[src/rtl/pbus_pkg.sv]
package pbus_pkg;

    typedef enum logic [2:0] {
        PH_IDLE  = 3'd0,
        PH_ALO   = 3'd1,
        PH_AHI   = 3'd2,
        PH_SETUP = 3'd3,
        PH_STRB  = 3'd4,
        PH_HOLD  = 3'd5
    } phase_e;

    typedef enum logic [1:0] {
        MX_SPLIT  = 2'd0,
        MX_LOBYTE = 2'd1,
        MX_BYTE2  = 2'd2,
        MX_WORD   = 2'd3
    } mux_e;

    typedef enum logic [1:0] {
        CF_ADDR2   = 2'd0,
        CF_CS2ONLY = 2'd1,
        CF_CSBOTH  = 2'd2,
        CF_CSALT   = 2'd3
    } csf_e;

    typedef enum logic [1:0] {
        IN_KEEP = 2'd0,
        IN_UP   = 2'd1,
        IN_DOWN = 2'd2,
        IN_RSVD = 2'd3
    } incm_e;

endpackage

[src/rtl/pbus_seq.sv]
module pbus_seq import pbus_pkg::*; #(
    parameter int SU_W  = 2,
    parameter int STB_W = 4,
    parameter int HD_W  = 2
) (
    input  logic             clk,
    input  logic             rst_n,
    input  logic             start,
    input  logic             start_wr,
    input  logic [1:0]       mux_sel,
    input  logic [SU_W-1:0]  setup_n,
    input  logic [STB_W-1:0] strobe_n,
    input  logic [HD_W-1:0]  hold_n,
    output phase_e           phase,
    output logic             is_wr,
    output logic             capture,
    output logic             finish
);

    localparam int CNT_W = (STB_W > SU_W) ? ((STB_W > HD_W) ? STB_W : HD_W)
                                          : ((SU_W > HD_W) ? SU_W : HD_W);

    typedef struct packed {
        phase_e           ph;
        logic             wr;
        logic [CNT_W-1:0] cnt;
    } seq_t;

    seq_t seq_q, seq_d;

    always_comb begin
        seq_d   = seq_q;
        capture = 1'b0;
        finish  = 1'b0;
        case (seq_q.ph)
            PH_IDLE: begin
                if (start) begin
                    seq_d.wr = start_wr;
                    if (mux_sel == MX_SPLIT) begin
                        seq_d.ph  = PH_SETUP;
                        seq_d.cnt = CNT_W'(setup_n);
                    end else begin
                        seq_d.ph  = PH_ALO;
                        seq_d.cnt = '0;
                    end
                end
            end
            PH_ALO: begin
                if (mux_sel == MX_BYTE2) begin
                    seq_d.ph  = PH_AHI;
                    seq_d.cnt = '0;
                end else begin
                    seq_d.ph  = PH_SETUP;
                    seq_d.cnt = CNT_W'(setup_n);
                end
            end
            PH_AHI: begin
                seq_d.ph  = PH_SETUP;
                seq_d.cnt = CNT_W'(setup_n);
            end
            PH_SETUP: begin
                if (seq_q.cnt == '0) begin
                    seq_d.ph  = PH_STRB;
                    seq_d.cnt = CNT_W'(strobe_n);
                end else begin
                    seq_d.cnt = seq_q.cnt - CNT_W'(1);
                end
            end
            PH_STRB: begin
                if (seq_q.cnt == '0) begin
                    capture = !seq_q.wr;
                    if (seq_q.wr || (hold_n != '0)) begin
                        seq_d.ph  = PH_HOLD;
                        seq_d.cnt = seq_q.wr ? CNT_W'(hold_n)
                                             : CNT_W'(hold_n) - CNT_W'(1);
                    end else begin
                        seq_d.ph = PH_IDLE;
                        finish   = 1'b1;
                    end
                end else begin
                    seq_d.cnt = seq_q.cnt - CNT_W'(1);
                end
            end
            PH_HOLD: begin
                if (seq_q.cnt == '0) begin
                    seq_d.ph = PH_IDLE;
                    finish   = 1'b1;
                end else begin
                    seq_d.cnt = seq_q.cnt - CNT_W'(1);
                end
            end
            default: seq_d.ph = PH_IDLE;
        endcase
    end

    always_ff @(posedge clk or negedge rst_n) begin
        if (!rst_n) begin
            seq_q <= '{ph: PH_IDLE, wr: 1'b0, cnt: '0};
        end else begin
            seq_q <= seq_d;
        end
    end

    assign phase = seq_q.ph;
    assign is_wr = seq_q.wr;

    AST_BUSY_ON: assert property (@(posedge clk) disable iff (!rst_n)
        (seq_q.ph == PH_IDLE && start) |=> (seq_q.ph != PH_IDLE));

    AST_STRB_AFTER_SETUP: assert property (@(posedge clk) disable iff (!rst_n)
        (seq_q.ph == PH_STRB && $past(seq_q.ph) != PH_STRB) |-> ($past(seq_q.ph) == PH_SETUP));

    AST_FINISH_IDLE: assert property (@(posedge clk) disable iff (!rst_n)
        finish |=> (seq_q.ph == PH_IDLE));

endmodule

[src/rtl/pbus_addr.sv]
module pbus_addr import pbus_pkg::*; #(
    parameter int ADDR_W = 14
) (
    input  logic              clk,
    input  logic              rst_n,
    input  logic              load,
    input  logic [ADDR_W+1:0] load_val,
    input  logic              step,
    input  logic [1:0]        incm,
    input  logic [1:0]        csf,
    output logic [ADDR_W+1:0] addr
);

    localparam int REG_W = ADDR_W + 2;
    localparam logic [REG_W-1:0] SPAN_ALL = '1;
    localparam logic [REG_W-1:0] SPAN_MID = {1'b0, {(REG_W-1){1'b1}}};
    localparam logic [REG_W-1:0] SPAN_LOW = {2'b00, {ADDR_W{1'b1}}};

    logic [REG_W-1:0] addr_q, addr_d, span;

    always_comb begin
        case (csf)
            CF_ADDR2:   span = SPAN_ALL;
            CF_CS2ONLY: span = SPAN_MID;
            default:    span = SPAN_LOW;
        endcase
        addr_d = addr_q;
        if (load) begin
            addr_d = load_val;
        end else if (step) begin
            case (incm)
                IN_UP:   addr_d = (addr_q & ~span) | ((addr_q + REG_W'(1)) & span);
                IN_DOWN: addr_d = (addr_q & ~span) | ((addr_q - REG_W'(1)) & span);
                default: addr_d = addr_q;
            endcase
        end
    end

    always_ff @(posedge clk or negedge rst_n) begin
        if (!rst_n) begin
            addr_q <= '0;
        end else begin
            addr_q <= addr_d;
        end
    end

    assign addr = addr_q;

    AST_ADDR_STABLE: assert property (@(posedge clk) disable iff (!rst_n)
        (!load && !step) |=> $stable(addr_q));

    AST_CS_BITS_KEPT: assert property (@(posedge clk) disable iff (!rst_n)
        (!load && step && csf[1]) |=> (addr_q[REG_W-1:REG_W-2] == $past(addr_q[REG_W-1:REG_W-2])));

endmodule

[src/rtl/pbus_pins.sv]
module pbus_pins import pbus_pkg::*; #(
    parameter int DATA_W = 16,
    parameter int ADDR_W = 14
) (
    input  phase_e            phase,
    input  logic              is_wr,
    input  logic [ADDR_W+1:0] addr,
    input  logic [DATA_W-1:0] wdata,
    input  logic [1:0]        mux_sel,
    input  logic [1:0]        csf,
    input  logic              wide,
    input  logic              pol_rd,
    input  logic              pol_wr,
    input  logic              pol_cs1,
    input  logic              pol_cs2,
    input  logic              pol_al,
    output logic [ADDR_W+1:0] pin_addr,
    output logic [DATA_W-1:0] pin_dout,
    output logic              pin_doe,
    output logic              pin_rd,
    output logic              pin_wr,
    output logic              pin_cs1,
    output logic              pin_cs2,
    output logic              pin_all,
    output logic              pin_alh
);

    localparam int REG_W  = ADDR_W + 2;
    localparam int HALF_W = DATA_W / 2;

    logic data_ph, rd_act, wr_act, cs1_en, cs2_en;

    always_comb begin
        data_ph = (phase == PH_SETUP) || (phase == PH_STRB) || (phase == PH_HOLD);
        rd_act  = (phase == PH_STRB) && !is_wr;
        wr_act  = (phase == PH_STRB) && is_wr;
        cs1_en  = data_ph && addr[ADDR_W];
        cs2_en  = data_ph && addr[ADDR_W+1];

        pin_rd  = rd_act ~^ pol_rd;
        pin_wr  = wr_act ~^ pol_wr;
        pin_all = (phase == PH_ALO) ~^ pol_al;
        pin_alh = (phase == PH_AHI) ~^ pol_al;

        case (csf)
            CF_ADDR2: begin
                pin_cs1 = addr[ADDR_W];
                pin_cs2 = addr[ADDR_W+1];
            end
            CF_CS2ONLY: begin
                pin_cs1 = addr[ADDR_W];
                pin_cs2 = cs2_en ~^ pol_cs2;
            end
            default: begin
                pin_cs1 = cs1_en ~^ pol_cs1;
                pin_cs2 = cs2_en ~^ pol_cs2;
            end
        endcase

        case (mux_sel)
            MX_SPLIT:  pin_addr = REG_W'(addr[ADDR_W-1:0]);
            MX_LOBYTE: pin_addr = {{(REG_W-ADDR_W){1'b0}}, addr[ADDR_W-1:HALF_W], {HALF_W{1'b0}}};
            default:   pin_addr = '0;
        endcase

        pin_dout = '0;
        pin_doe  = 1'b0;
        if (phase == PH_ALO) begin
            pin_doe  = 1'b1;
            pin_dout = (mux_sel == MX_WORD) ? DATA_W'(addr[ADDR_W-1:0])
                                            : DATA_W'(addr[HALF_W-1:0]);
        end else if (phase == PH_AHI) begin
            pin_doe  = 1'b1;
            pin_dout = DATA_W'(addr[ADDR_W-1:HALF_W]);
        end else if (data_ph && is_wr) begin
            pin_doe  = 1'b1;
            pin_dout = wide ? wdata : DATA_W'(wdata[HALF_W-1:0]);
        end
    end

endmodule

[src/rtl/pbus_master.sv]
module pbus_master import pbus_pkg::*; #(
    parameter int DATA_W = 16,
    parameter int ADDR_W = 14,
    parameter int SU_W   = 2,
    parameter int STB_W  = 4,
    parameter int HD_W   = 2
) (
    input  logic              clk,
    input  logic              rst_n,
    input  logic [SU_W-1:0]   cfg_setup,
    input  logic [STB_W-1:0]  cfg_strobe,
    input  logic [HD_W-1:0]   cfg_hold,
    input  logic [1:0]        cfg_mux,
    input  logic [1:0]        cfg_csf,
    input  logic [1:0]        cfg_incm,
    input  logic              cfg_wide,
    input  logic              cfg_irq_en,
    input  logic              cfg_pol_rd,
    input  logic              cfg_pol_wr,
    input  logic              cfg_pol_cs1,
    input  logic              cfg_pol_cs2,
    input  logic              cfg_pol_al,
    input  logic              addr_load,
    input  logic [ADDR_W+1:0] addr_wdata,
    input  logic              wr_start,
    input  logic [DATA_W-1:0] wr_data,
    input  logic              rd_start,
    input  logic [DATA_W-1:0] bus_din,
    output logic              busy,
    output logic              irq,
    output logic [DATA_W-1:0] rd_data,
    output logic [ADDR_W+1:0] bus_addr,
    output logic [DATA_W-1:0] bus_dout,
    output logic              bus_doe,
    output logic              bus_rd,
    output logic              bus_wr,
    output logic              bus_cs1,
    output logic              bus_cs2,
    output logic              bus_all,
    output logic              bus_alh
);

    localparam int REG_W  = ADDR_W + 2;
    localparam int HALF_W = DATA_W / 2;

    typedef struct packed {
        logic [DATA_W-1:0] wdata;
        logic [DATA_W-1:0] rdata;
        logic              irq;
    } top_t;

    top_t st_q, st_d;

    phase_e           phase;
    logic             is_wr, capture, finish, start_ok;
    logic [REG_W-1:0] addr_cur;

    assign busy     = (phase != PH_IDLE);
    assign start_ok = (wr_start || rd_start) && !busy;

    pbus_seq #(.SU_W(SU_W), .STB_W(STB_W), .HD_W(HD_W)) u_seq (
        .clk      (clk),
        .rst_n    (rst_n),
        .start    (start_ok),
        .start_wr (wr_start),
        .mux_sel  (cfg_mux),
        .setup_n  (cfg_setup),
        .strobe_n (cfg_strobe),
        .hold_n   (cfg_hold),
        .phase    (phase),
        .is_wr    (is_wr),
        .capture  (capture),
        .finish   (finish)
    );

    pbus_addr #(.ADDR_W(ADDR_W)) u_addr (
        .clk      (clk),
        .rst_n    (rst_n),
        .load     (addr_load && !busy),
        .load_val (addr_wdata),
        .step     (finish),
        .incm     (cfg_incm),
        .csf      (cfg_csf),
        .addr     (addr_cur)
    );

    pbus_pins #(.DATA_W(DATA_W), .ADDR_W(ADDR_W)) u_pins (
        .phase    (phase),
        .is_wr    (is_wr),
        .addr     (addr_cur),
        .wdata    (st_q.wdata),
        .mux_sel  (cfg_mux),
        .csf      (cfg_csf),
        .wide     (cfg_wide),
        .pol_rd   (cfg_pol_rd),
        .pol_wr   (cfg_pol_wr),
        .pol_cs1  (cfg_pol_cs1),
        .pol_cs2  (cfg_pol_cs2),
        .pol_al   (cfg_pol_al),
        .pin_addr (bus_addr),
        .pin_dout (bus_dout),
        .pin_doe  (bus_doe),
        .pin_rd   (bus_rd),
        .pin_wr   (bus_wr),
        .pin_cs1  (bus_cs1),
        .pin_cs2  (bus_cs2),
        .pin_all  (bus_all),
        .pin_alh  (bus_alh)
    );

    always_comb begin
        st_d = st_q;
        if (wr_start && !busy) begin
            st_d.wdata = wr_data;
        end
        if (capture) begin
            st_d.rdata = cfg_wide ? bus_din : DATA_W'(bus_din[HALF_W-1:0]);
        end
        st_d.irq = finish && cfg_irq_en;
    end

    always_ff @(posedge clk or negedge rst_n) begin
        if (!rst_n) begin
            st_q <= '{wdata: '0, rdata: '0, irq: 1'b0};
        end else begin
            st_q <= st_d;
        end
    end

    assign irq     = st_q.irq;
    assign rd_data = st_q.rdata;

    AST_IRQ_SINGLE: assert property (@(posedge clk) disable iff (!rst_n)
        irq |=> !irq);

    AST_IRQ_AFTER_BUSY: assert property (@(posedge clk) disable iff (!rst_n)
        irq |-> (!busy && $past(busy)));

    AST_START_IGNORED: assert property (@(posedge clk) disable iff (!rst_n)
        (busy && wr_start) |=> $stable(st_q.wdata));

    AST_IDLE_PINS: assert property (@(posedge clk) disable iff (!rst_n)
        !busy |-> ((bus_rd == !cfg_pol_rd) && (bus_wr == !cfg_pol_wr) && !bus_doe));

endmodule

[config.mk]
export PLATFORM = sky130hd
export DESIGN_NAME = pbus_master
export DESIGN_NICKNAME = d
export VERILOG_FILES = /design/src/rtl/pbus_pkg.sv /design/src/rtl/pbus_seq.sv /design/src/rtl/pbus_addr.sv /design/src/rtl/pbus_pins.sv /design/src/rtl/pbus_master.sv
export SDC_FILE = /design/constraint.sdc
export NUM_CORES = 1
export LEC_CHECK = 0
export BUFFER_PORTS_ARGS = -buffer_cell sky130_fd_sc_hd__buf_2
export CAP_MARGIN = 5
export CORE_MARGIN = 4
export CORE_UTILIZATION = 56
export CTS_CLUSTER_DIAMETER = 30
export CTS_CLUSTER_SIZE = 20
export DETAILED_ROUTE_END_ITERATION = 8
export PLACE_DENSITY = 0.87
export SYNTH_ARGS = -nofsm -noshare
export SYNTH_HDL_FRONTEND = slang
export SYNTH_HIERARCHICAL = 1
export SYNTH_SLANG_ARGS = --single-unit
[constraint.sdc]
create_clock -name clk -period 7.2 [get_ports clk]
set_input_delay 0.72 -clock clk [delete_from_list [all_inputs] [get_ports clk]]
set_output_delay 0.72 -clock clk [all_outputs]
set_load 0.05 [all_outputs]
# After elaboration in Yosys (flattened, before gate mapping)

Cells that the tools add are included.

Add/sub/neg operators: 4
Equal/unequal tests: 17
Muxes and demuxes: 38
Bitwise gates (word level): 12
Reduce and logical (&&, ||, !) cells: 29

Operators by type and width:

| operator                                            | count |
|---|---|
| two-way mux 16 bit                                  | 7 |
| one-hot mux 16 bit (2 select lines)                 | 2 |
| bitwise AND 16 bit                                  | 3 |
| OR 16 bit                                           | 2 |
| one-hot mux 14 bit (2 select lines)                 | 1 |
| one-hot mux 4 bit (6 select lines)                  | 1 |
| two-way mux 4 bit                                   | 5 |
| one-hot mux 3 bit (6 select lines)                  | 1 |
| adder 16 x 1 -> 16 bit, second input constant       | 1 |
| inverter 16 bit                                     | 1 |
| subtractor 16 x 1 -> 16 bit, second input constant  | 1 |
| two-way mux 14 bit                                  | 1 |
| two-way mux 3 bit                                   | 4 |
| two-way mux 1 bit                                   | 11 |
| != test 2 bit, second input constant                | 5 |
| logical AND 1 bit                                   | 9 |
| two-way mux 8 bit                                   | 1 |
| AND reduction 4 bit                                 | 2 |
| equality test 2 x 1 -> 1 bit, second input constant | 3 |
| equality test 2 bit, second input constant          | 3 |
| equality test 3 x 2 -> 1 bit, second input constant | 2 |
| equality test 3 bit, second input constant          | 2 |
| two-way mux 2 bit                                   | 3 |
| nonzero test 3 bit                                  | 2 |
| other kinds (15)                                    | 27 |

Register bits after elaboration: 57
Input port bits: 74
Output and inout bits: 57
Word-level logic and storage cells: 107

# Depth between registers and ports, before layout

Gate-level depths: netlist (run 1).

Depth in word-level cells: 8
Mapped depth: 11
Depth with buffers taken out: 10

# Modules after synthesis

The synthesis (run 1) kept the hierarchy.

By module, submodules not included:

| module      | instances | cells each | area an instance (um2) | sequential area each (um2) |
|---|---|---|---|---|
| pbus_master | 1         | 109        | 1,406.3                | 825.8 |
| pbus_addr   | 1         | 141        | 1,201.2                | 400.4 |
| pbus_seq    | 1         | 107        | 835.8                  | 200.2 |
| pbus_pins   | 1         | 94         | 670.6                  | 0.0 |

# Worst setup path before layout (run 1)

OpenSTA, ideal clock, no wires.

Path kind: flip-flop to output port
Start: reg u_seq.seq_q (netlist bit u_seq/phase[2])
End: out bus_dout[0]
Data arrival time: 1.930 ns
Required time: 6.480 ns
Path slack: 4.550 ns
Cell stages (with the launch flop): 6
Buffers on the path: 2
Path through: dfrtp_1 buf_4 buf_6 nor3b_2 a21oi_1 a2bb2oi_1

Longest elaborated chain between the ends: 7
Elaborated cells between the ends (all ways): 11
Classes of those cells: eq/ne: 5; mux: 3; reduce/logical: 3

Ends and longest elaborated chain:

| item                                                                       | line              | text |
|---|---|---|
| start: declaration                                                         | pbus_seq.sv:29    | `seq_t seq_q, seq_d;` |
| start signal: assignment                                                   | pbus_seq.sv:98    | `seq_q <= '{ph: PH_IDLE, wr: 1'b0, cnt: '0};` |
| start signal: assignment                                                   | pbus_seq.sv:100   | `seq_q <= seq_d;` |
| equality test 3 x 2 -> 1 bit / equality test 3 bit (equally long branches) | pbus_pins.sv:34   | `data_ph = (phase == PH_SETUP) \|\| (phase == PH_STRB) \|\| (phase == PH_HOLD);` |
| logical OR 1 bit (2 in a row)                                              | pbus_pins.sv:34   |  |
| logical AND 1 bit                                                          | pbus_pins.sv:75   | `end else if (data_ph && is_wr) begin` |
| two-way mux 16 bit                                                         | pbus_pins.sv:75   |  |
| two-way mux 16 bit                                                         | pbus_pins.sv:72   | `end else if (phase == PH_AHI) begin` |
| two-way mux 16 bit *                                                       | pbus_pins.sv:68   | `if (phase == PH_ALO) begin` |
| end: declaration                                                           | pbus_master.sv:33 | `output logic [DATA_W-1:0] bus_dout,` |

Mark *: on every way between the ends. The rest lies on a longest branch, timed or not.

# Final worst setup path (run 1)

Start: reg u_seq.seq_q (netlist bit u_seq/phase[0])
End: out bus_dout[10]

Same word-level chain as after synthesis.

==> reports/metrics.yaml, run 1 <==
status:
  outcome: "completed"
sta:
  finalHoldWorstSlack_ps: 505
  setup_viol: 0
  fin_tns_setup_ps: 0
  finalMaxSlewViolations: 0
  rsz0062_at_grt: "false"
  period_share_pct: 47.6
  max_slew_margin_pct: 29.3
  clock_skew_ps: 8.41
  finalCriticalPeriod_ps: 3430
  tightest_slew_ps: 1060
  hold_violations: 0
  fmax_ghz: 0.292
final_layout:
  regArea_um2: 1430
  syn_to_final_growth_pct: 16.7
  layout_common_cells: "buf_2 (128), dfrtp_1 (57), nand2_1 (39)"
  multiInputGateArea_um2: 2290
  fill_cells: 593
  drive_gt1_share_pct: 37.1
  final_nets: 626
  final_common_cell: "buf_2"
  antenna_cells: 0
clocking:
  cts.hold.buffers_added: 0
  post_cts_buffers: 0
  cts.sinks: 57
  clock_path_buffers: 2
  htree_num_levels: 3
  cts_buffers: 9
  cts_resized: 0
  cts_tree: "built"
  clk_latency_ps: 350
  cts.clk_slew.worst_paths_ps: 70
  cts-root-buf: "clkbuf_8"
power:
  pwr_density_cell_nw_per_um2: 456
  combPwrFrac_pct: 53.3
  p_leak_nw: 2.24
  switching_share_pct: 51.4
  finalPower_mw: 2.19
  seq_power_share_pct: 31.6
  peakVddDrop_mv: 0.311
  p_switching_mw: 1.13
  internal-power_mw: 1.06
  pwr-share-clk_pct: 15.1
floorplanning:
  ios: 131
  fp-row-count: 30
  start_util_pct: 58.9
  core_area_um2: 6980
  die_height_um: 93.7
  die_area_um2: 8780
  die_w_um: 93.7
synthesis:
  async_flop_share_pct: 100
  synth_edf_count: 0
  syn_area_um2: 4110
  seq_area_frac_synth_pct: 34.7
  syn_area_per_cell_um2: 9.12
  ys_seq_elements: 57
  postSynthCellCount: 451
  synth_cell_types: 74
  yosys_warnings: 6
  synth_top_flop_cell: "dfrtp_1"
drt:
  drtAntennaViolNets: 0
  drt-total-wl_um: 11000
  via_per_inst: 5.79
  drt_iter0_markers: 278
  wire_per_inst_um: 16.9
  dr_total_vias: 3752
  drc: 0
  drt_first_pass_iters: 5
critical_path:
  r2r-start: "u_seq/seq_q[0]"
  path_cells: "nor3b_4, and3_1, a22o_2, buf_2"
  startpoint_type: "flop"
  cpPeakStageDelay_ps: 1020
  regToRegSetupSlack_ps: 4050
  worstPathMaxFanout: 30
  critPathRequiredTime_ps: 6480
  critPathArrivalTime_ps: 2710
  cpMaxStageDelayCell: "dfrtp_1"
  end_kind: "output pin"
  rr_endpoint: "u_addr/addr[8]"
  path_class: "flop to output pin"
  reg2regPathDepth: 9
global_route:
  grt_first_pass_wirelength_um: 18000
  grt_pass1_vias: 3790
  grt-ovfl-total: 0
  grt_antenna_before_repair: 0
  track_usage_pct: 25.7
  grt_max_degree: 58
job:
  cap_violations: 0
place:
  finalWeightedCongestion: 0.891
  io_buffers: 128
  dpl.hpwl_um: 8180
min_path:
  hp-class: "input port to async pin"
## state kept, by name (all words and copies together) (netlist names), named ones only
name	flops
rd_data	16
st_q	16
u_addr/addr	14
u_seq/seq_q	4
u_seq/phase	3
irq	1
u_seq/is_wr	1
## critical path, delay by kind of cell (launching register included)
family,cells,cell delay (ps)
compound gates,1,170
flops,1,1020
simple gates,2,910
buf+inv,1,250
## per-layer routing
layer  global-route usage (%)  routed length, µm  vias to the layer above
li1                         -                  -                     1774
met1                     31.3               4340                     1767
met2                     43.5               5510                      178
met3                     5.53                782                       33
met4                     11.4                345                        0
met5                        0                  0                        -
## worst max-delay path by stage
| stage | from | end | slack [ps] | depth (start not counted) |
|---|---|---|---|---|
| floorplan | u_seq/phase[2] | bus_dout[0] | 4550 | 5 |
| global placement | cfg_hold[0] | u_addr/addr[8] | 4270 | 10 |
| detailed placement | u_seq/seq_q[0] | u_addr/addr[8] | 4090 | 9 |
| CTS | u_seq/phase[0] | bus_dout[10] | 3820 | 4 |
| global route | u_seq/phase[0] | bus_dout[13] | 3590 | 4 |
| finish | u_seq/phase[0] | bus_dout[10] | 3770 | 4 |
## per-stage QoR
stage                     instances  cell area, µm²  util, %  worst slack (ps)
after floorplan                 452            4120        -              4550
after global placement          632            4580     65.6              4270
after detailed placement        632            4580     65.6              4090
after CTS                       648            4800     68.8              3820
after global routing            648            4800     68.8              3590
final                           648            4800     68.8              3770
## cell usage after synthesis, types with 3 or more instances
cell | count | share of area (%)
nand2_1 | 39 | 3.6
a21o_1 | 6 | 1.1
nor4_1 | 3 | 0.46
inv_1 | 19 | 1.7
nand3_1 | 16 | 1.9
a32o_1 | 3 | 0.73
buf_6 | 7 | 1.9
a21oi_2 | 3 | 0.64
xor2_1 | 9 | 1.9
mux2_2 | 30 | 8.2
nand4_1 | 3 | 0.46
dfrtp_1 | 57 | 35
nor2b_1 | 10 | 1.5
ha_1 | 5 | 1.5
clkbuf_1 | 10 | 0.91
o21ai_0 | 22 | 2.7
nand3b_1 | 4 | 0.73
xnor2_1 | 14 | 3.0
and2_1 | 11 | 1.7
or3_1 | 4 | 0.61
a21oi_1 | 20 | 2.4
and3_1 | 6 | 0.91
nor3_1 | 9 | 1.1
o211ai_1 | 3 | 0.55
nand2b_1 | 4 | 0.61
a2bb2oi_1 | 7 | 1.5
nor2_1 | 22 | 2.0
o21ai_1 | 14 | 1.7
buf_4 | 22 | 4.0
buf_2 | 8 | 0.97
a22o_2 | 6 | 1.5
## cell type report
cell class / instances / area share [%]
well taps: 96 / 2.50
repair buffers: 132 / 14.0
clock inverters: 7 / 1.98
clock buffers: 9 / 2.58
flip-flops and latches: 57 / 29.7
inverters: 19 / 1.49
multi-input cells: 328 / 47.8
## power groups by stage
| stage | Clock [mW] | Combinational (mW) | Sequential, mW |
|---|---|---|---|
| 5_1_grt | 0.354 | 1.25 | 0.715 |
| 3_3_place_gp | 0 | 1.13 | 0.678 |
| 3_5_place_dp | 0 | 1.16 | 0.691 |
| 6_report | 0.331 | 1.17 | 0.691 |
| 2_1_floorplan | 0 | 1.08 | 0.569 |
| 4_1_cts | 0.337 | 1.17 | 0.686 |
## cell families (layout without fill, tap and decap cells)
logic type | after synthesis | in the layout | synth area share (%)
other cells | 1 | 2 | 0.0912
xor+xnor | 23 | 23 | 4.90
compound gates | 112 | 112 | 18.8
simple gates | 155 | 155 | 21.9
fa+ha+maj | 5 | 5 | 1.52
buf+inv | 67 | 167 | 9.64
flops | 57 | 57 | 34.7
mux | 31 | 31 | 8.45
(Power assumes the default switching activity.)
==> inputs of run 2 (changes only) <==
Settings changed: CORE_UTILIZATION 56 to 47, PLACE_DENSITY 0.87 to 0.78.
Clock period 7.2 ns to 3 ns, I/O delays scaled along.
==> run 2 against run 1 <==
Total power up 140%. Hold slack worse by 340 ps. Clock power up 150%. Wire length up 3.2%. Clock skew up 0.89 ps. First-iteration DRC count down 12%. Via count down 0.13%. Combinational power rose to 2.5 times the previous value. Count of clock-buffer cells in the layout up 2. Register-to-register slack worse by 3500 ps. Non-clock buffer count up 7. Critical endpoint is now bus_dout[13]. Largest power group unchanged. Highest routed layer unchanged.
==> reports/metrics.yaml, run 2 (synthesized netlist as in run 1, its figures left out) <==
status:
  outcome: "completed"
clocking:
  cts_buffers: 9  # unchanged
  clock_path_buffers: 2  # unchanged
  cts_tree: "built"
  cts.clk_slew.worst_paths_ps: 70  # about the same
  cts-root-buf: "clkbuf_8"
  htree_num_levels: 3  # unchanged
  cts.sinks: 57  # unchanged
  clk_latency_ps: 340  # about the same
critical_path:
  cpMaxStageDelayCell: "dfrtp_1"
  path_depth: 4  # unchanged
  startpoint_type: "flop"
  critPathArrivalTime_ps: 2310  # -400 ps
  path_class: "flop to output pin"
  crit_buf_inv: 1  # unchanged
  critPathRequiredTime_ps: 2700  # -3780 ps
  reg2regPathDepth: 6  # -3
  end_kind: "output pin"
  cp_top_family: "simple AND/OR/NAND/NOR gates"
  cpPeakStageDelay_ps: 680  # -340 ps
  worstPathMaxFanout: 12  # -60%
  path_cells: "nor3b_4, and3_1, a22o_2, buf_2"
global_route:
  grt_max_degree: 41  # -29%
  grt_first_pass_wirelength_um: 18200  # +1.2%
  track_usage_pct: 22.4  # -3.3 points
  grt-ovfl-total: 0  # unchanged
  grt_antenna_before_repair: 0  # unchanged
  grt_pass1_vias: 3682  # -2.8%
floorplanning:
  ios: 131  # unchanged
  start_util_pct: 49.1  # -9.8 points
  fp-row-count: 33  # +10%
  die_area_um2: 10300  # +17%
  die_w_um: 102  # +8.4%
  die_height_um: 102  # +8.4%
  core_area_um2: 8380  # +20%
place:
  io_buffers: 128  # unchanged
  finalWeightedCongestion: 0.970  # +8.9%
  placed_cell_area_um2: 4640  # +1.2%
  dpl.hpwl_um: 8440  # +3.2%
sta:
  clock_skew_ps: 9.30  # +0.887 ps
  fmax_ghz: 0.382
  hold_violations: 0  # unchanged
  tightest_slew_ps: 607  # -454 ps
  period_share_pct: 87.2
  fin_tns_setup_ps: 0  # unchanged
  max_slew_margin_pct: 59.5  # +30 points
  finalMaxSlewViolations: 0  # unchanged
  rsz0062_at_grt: "false"
  finalCriticalPeriod_ps: 2610
  setup_viol: 0  # unchanged
drt:
  drt-total-wl_um: 11300  # +3.2%
  dr_total_vias: 3747  # -0.13%
  drtAntennaViolNets: 0  # unchanged
  wire_per_inst_um: 17.1  # +0.68%
  drc: 0  # unchanged
  drt_first_pass_iters: 4  # -1
  via_per_inst: 5.64  # -2.5%
  drt_iter0_markers: 244  # -12%
power:
  peakVddDrop_mv: 1.08  # +250%
  finalPower_mw: 5.33  # +140%
  p_leak_nw: 2.28  # +1.7%
  pwr_density_cell_nw_per_um2: 1090  # +140%
final_layout:
  antenna_cells: 0  # unchanged
  layout_common_cells: "buf_2 (128), dfrtp_1 (57), nand2_1 (39)"
  final_common_cell: "buf_2"
  syn_to_final_growth_pct: 18.4
  drive_gt1_share_pct: 37.6  # +0.43 points
  final_nets: 633  # +1.1%
  design_area_um2: 4870  # +1.4%
min_path:
  hp-class: "input port to flop"
  holdPathStages: 3
job:
  cap_violations: 0  # unchanged
## run 2: changes by cell type in the layout (fill, tap and decap cells not counted)
cell,delta
clkbuf_1,+1
dlygate4sd3_1,+1
buf_4,+6
clkinv_4,-1
clkinvlp_4,-1
clkbuf_8,+1
## run 2: area by class of cell
cell class	count	area, µm²
inverters	19	71.3
multi-input cells	328	2290
well taps	105	131
clock buffers	11	141
flip-flops and latches	57	1430
repair buffers	139	726
fillers	755	3510
clock inverters	5	78.8
## run 2: path summary, 6_finish.rpt
| kind | slack (ps) | startpoint | endpoint |
|---|---|---|---|
| setup / recovery | 390 | u_seq/phase[0] | bus_dout[13] |
| hold / removal | 170 | addr_wdata[1] | u_addr/addr[1] |
| setup reg to reg | 520 | u_seq/phase[1] | u_seq/phase[0] |
| hold reg to reg | 510 | rd_data[6] | rd_data[6] |
| max in group asynchronous | 1670 | rst_n | rd_data[10] |
| min in group asynchronous | 440 | rst_n | u_seq/seq_q[3] |
## run 2: where the power goes
part	switching (mW)	total [mW]	internal, mW
sequential	0.457	1.56	1.11
clock	0.331	0.821	0.489
combinational	1.93	2.94	1.01
total	2.72	5.33	2.61
## run 2: routing by layer
layer	global-route usage, %	wire length [µm]	vias up
met1	29.0	4740	1780
met5	0	0	-
met2	36.9	5420	164
met4	7.06	167	0
li1	-	-	1787
met3	5.65	1010	16
## run 2: worst register-to-register path, stage by stage, from the launching register on
cell and delay [ps]:
dfrtp_1 600, or3_2 600, nor2_1 300, nor2_1 110
a2111oi_0 530, o22ai_1 150, nor2_1 110
## run 2: per-stage QoR
stage	hold slack (ps)	setup slack (ps)	std cells	utilization (%)
6_report	167	385	664	58.1
2_1_floorplan	4.41	622	452	-
3_5_place_dp	284	611	647	55.4
5_1_grt	149	209	664	58.1
3_3_place_gp	266	589	647	55.4
4_1_cts	153	408	664	58.1
## run 2: what timing repair did
item                      CTS  global route
buffers inserted            0             0
hold buffers                1             0
hold endpoints to repair   17             0
gates resized for setup     0             0
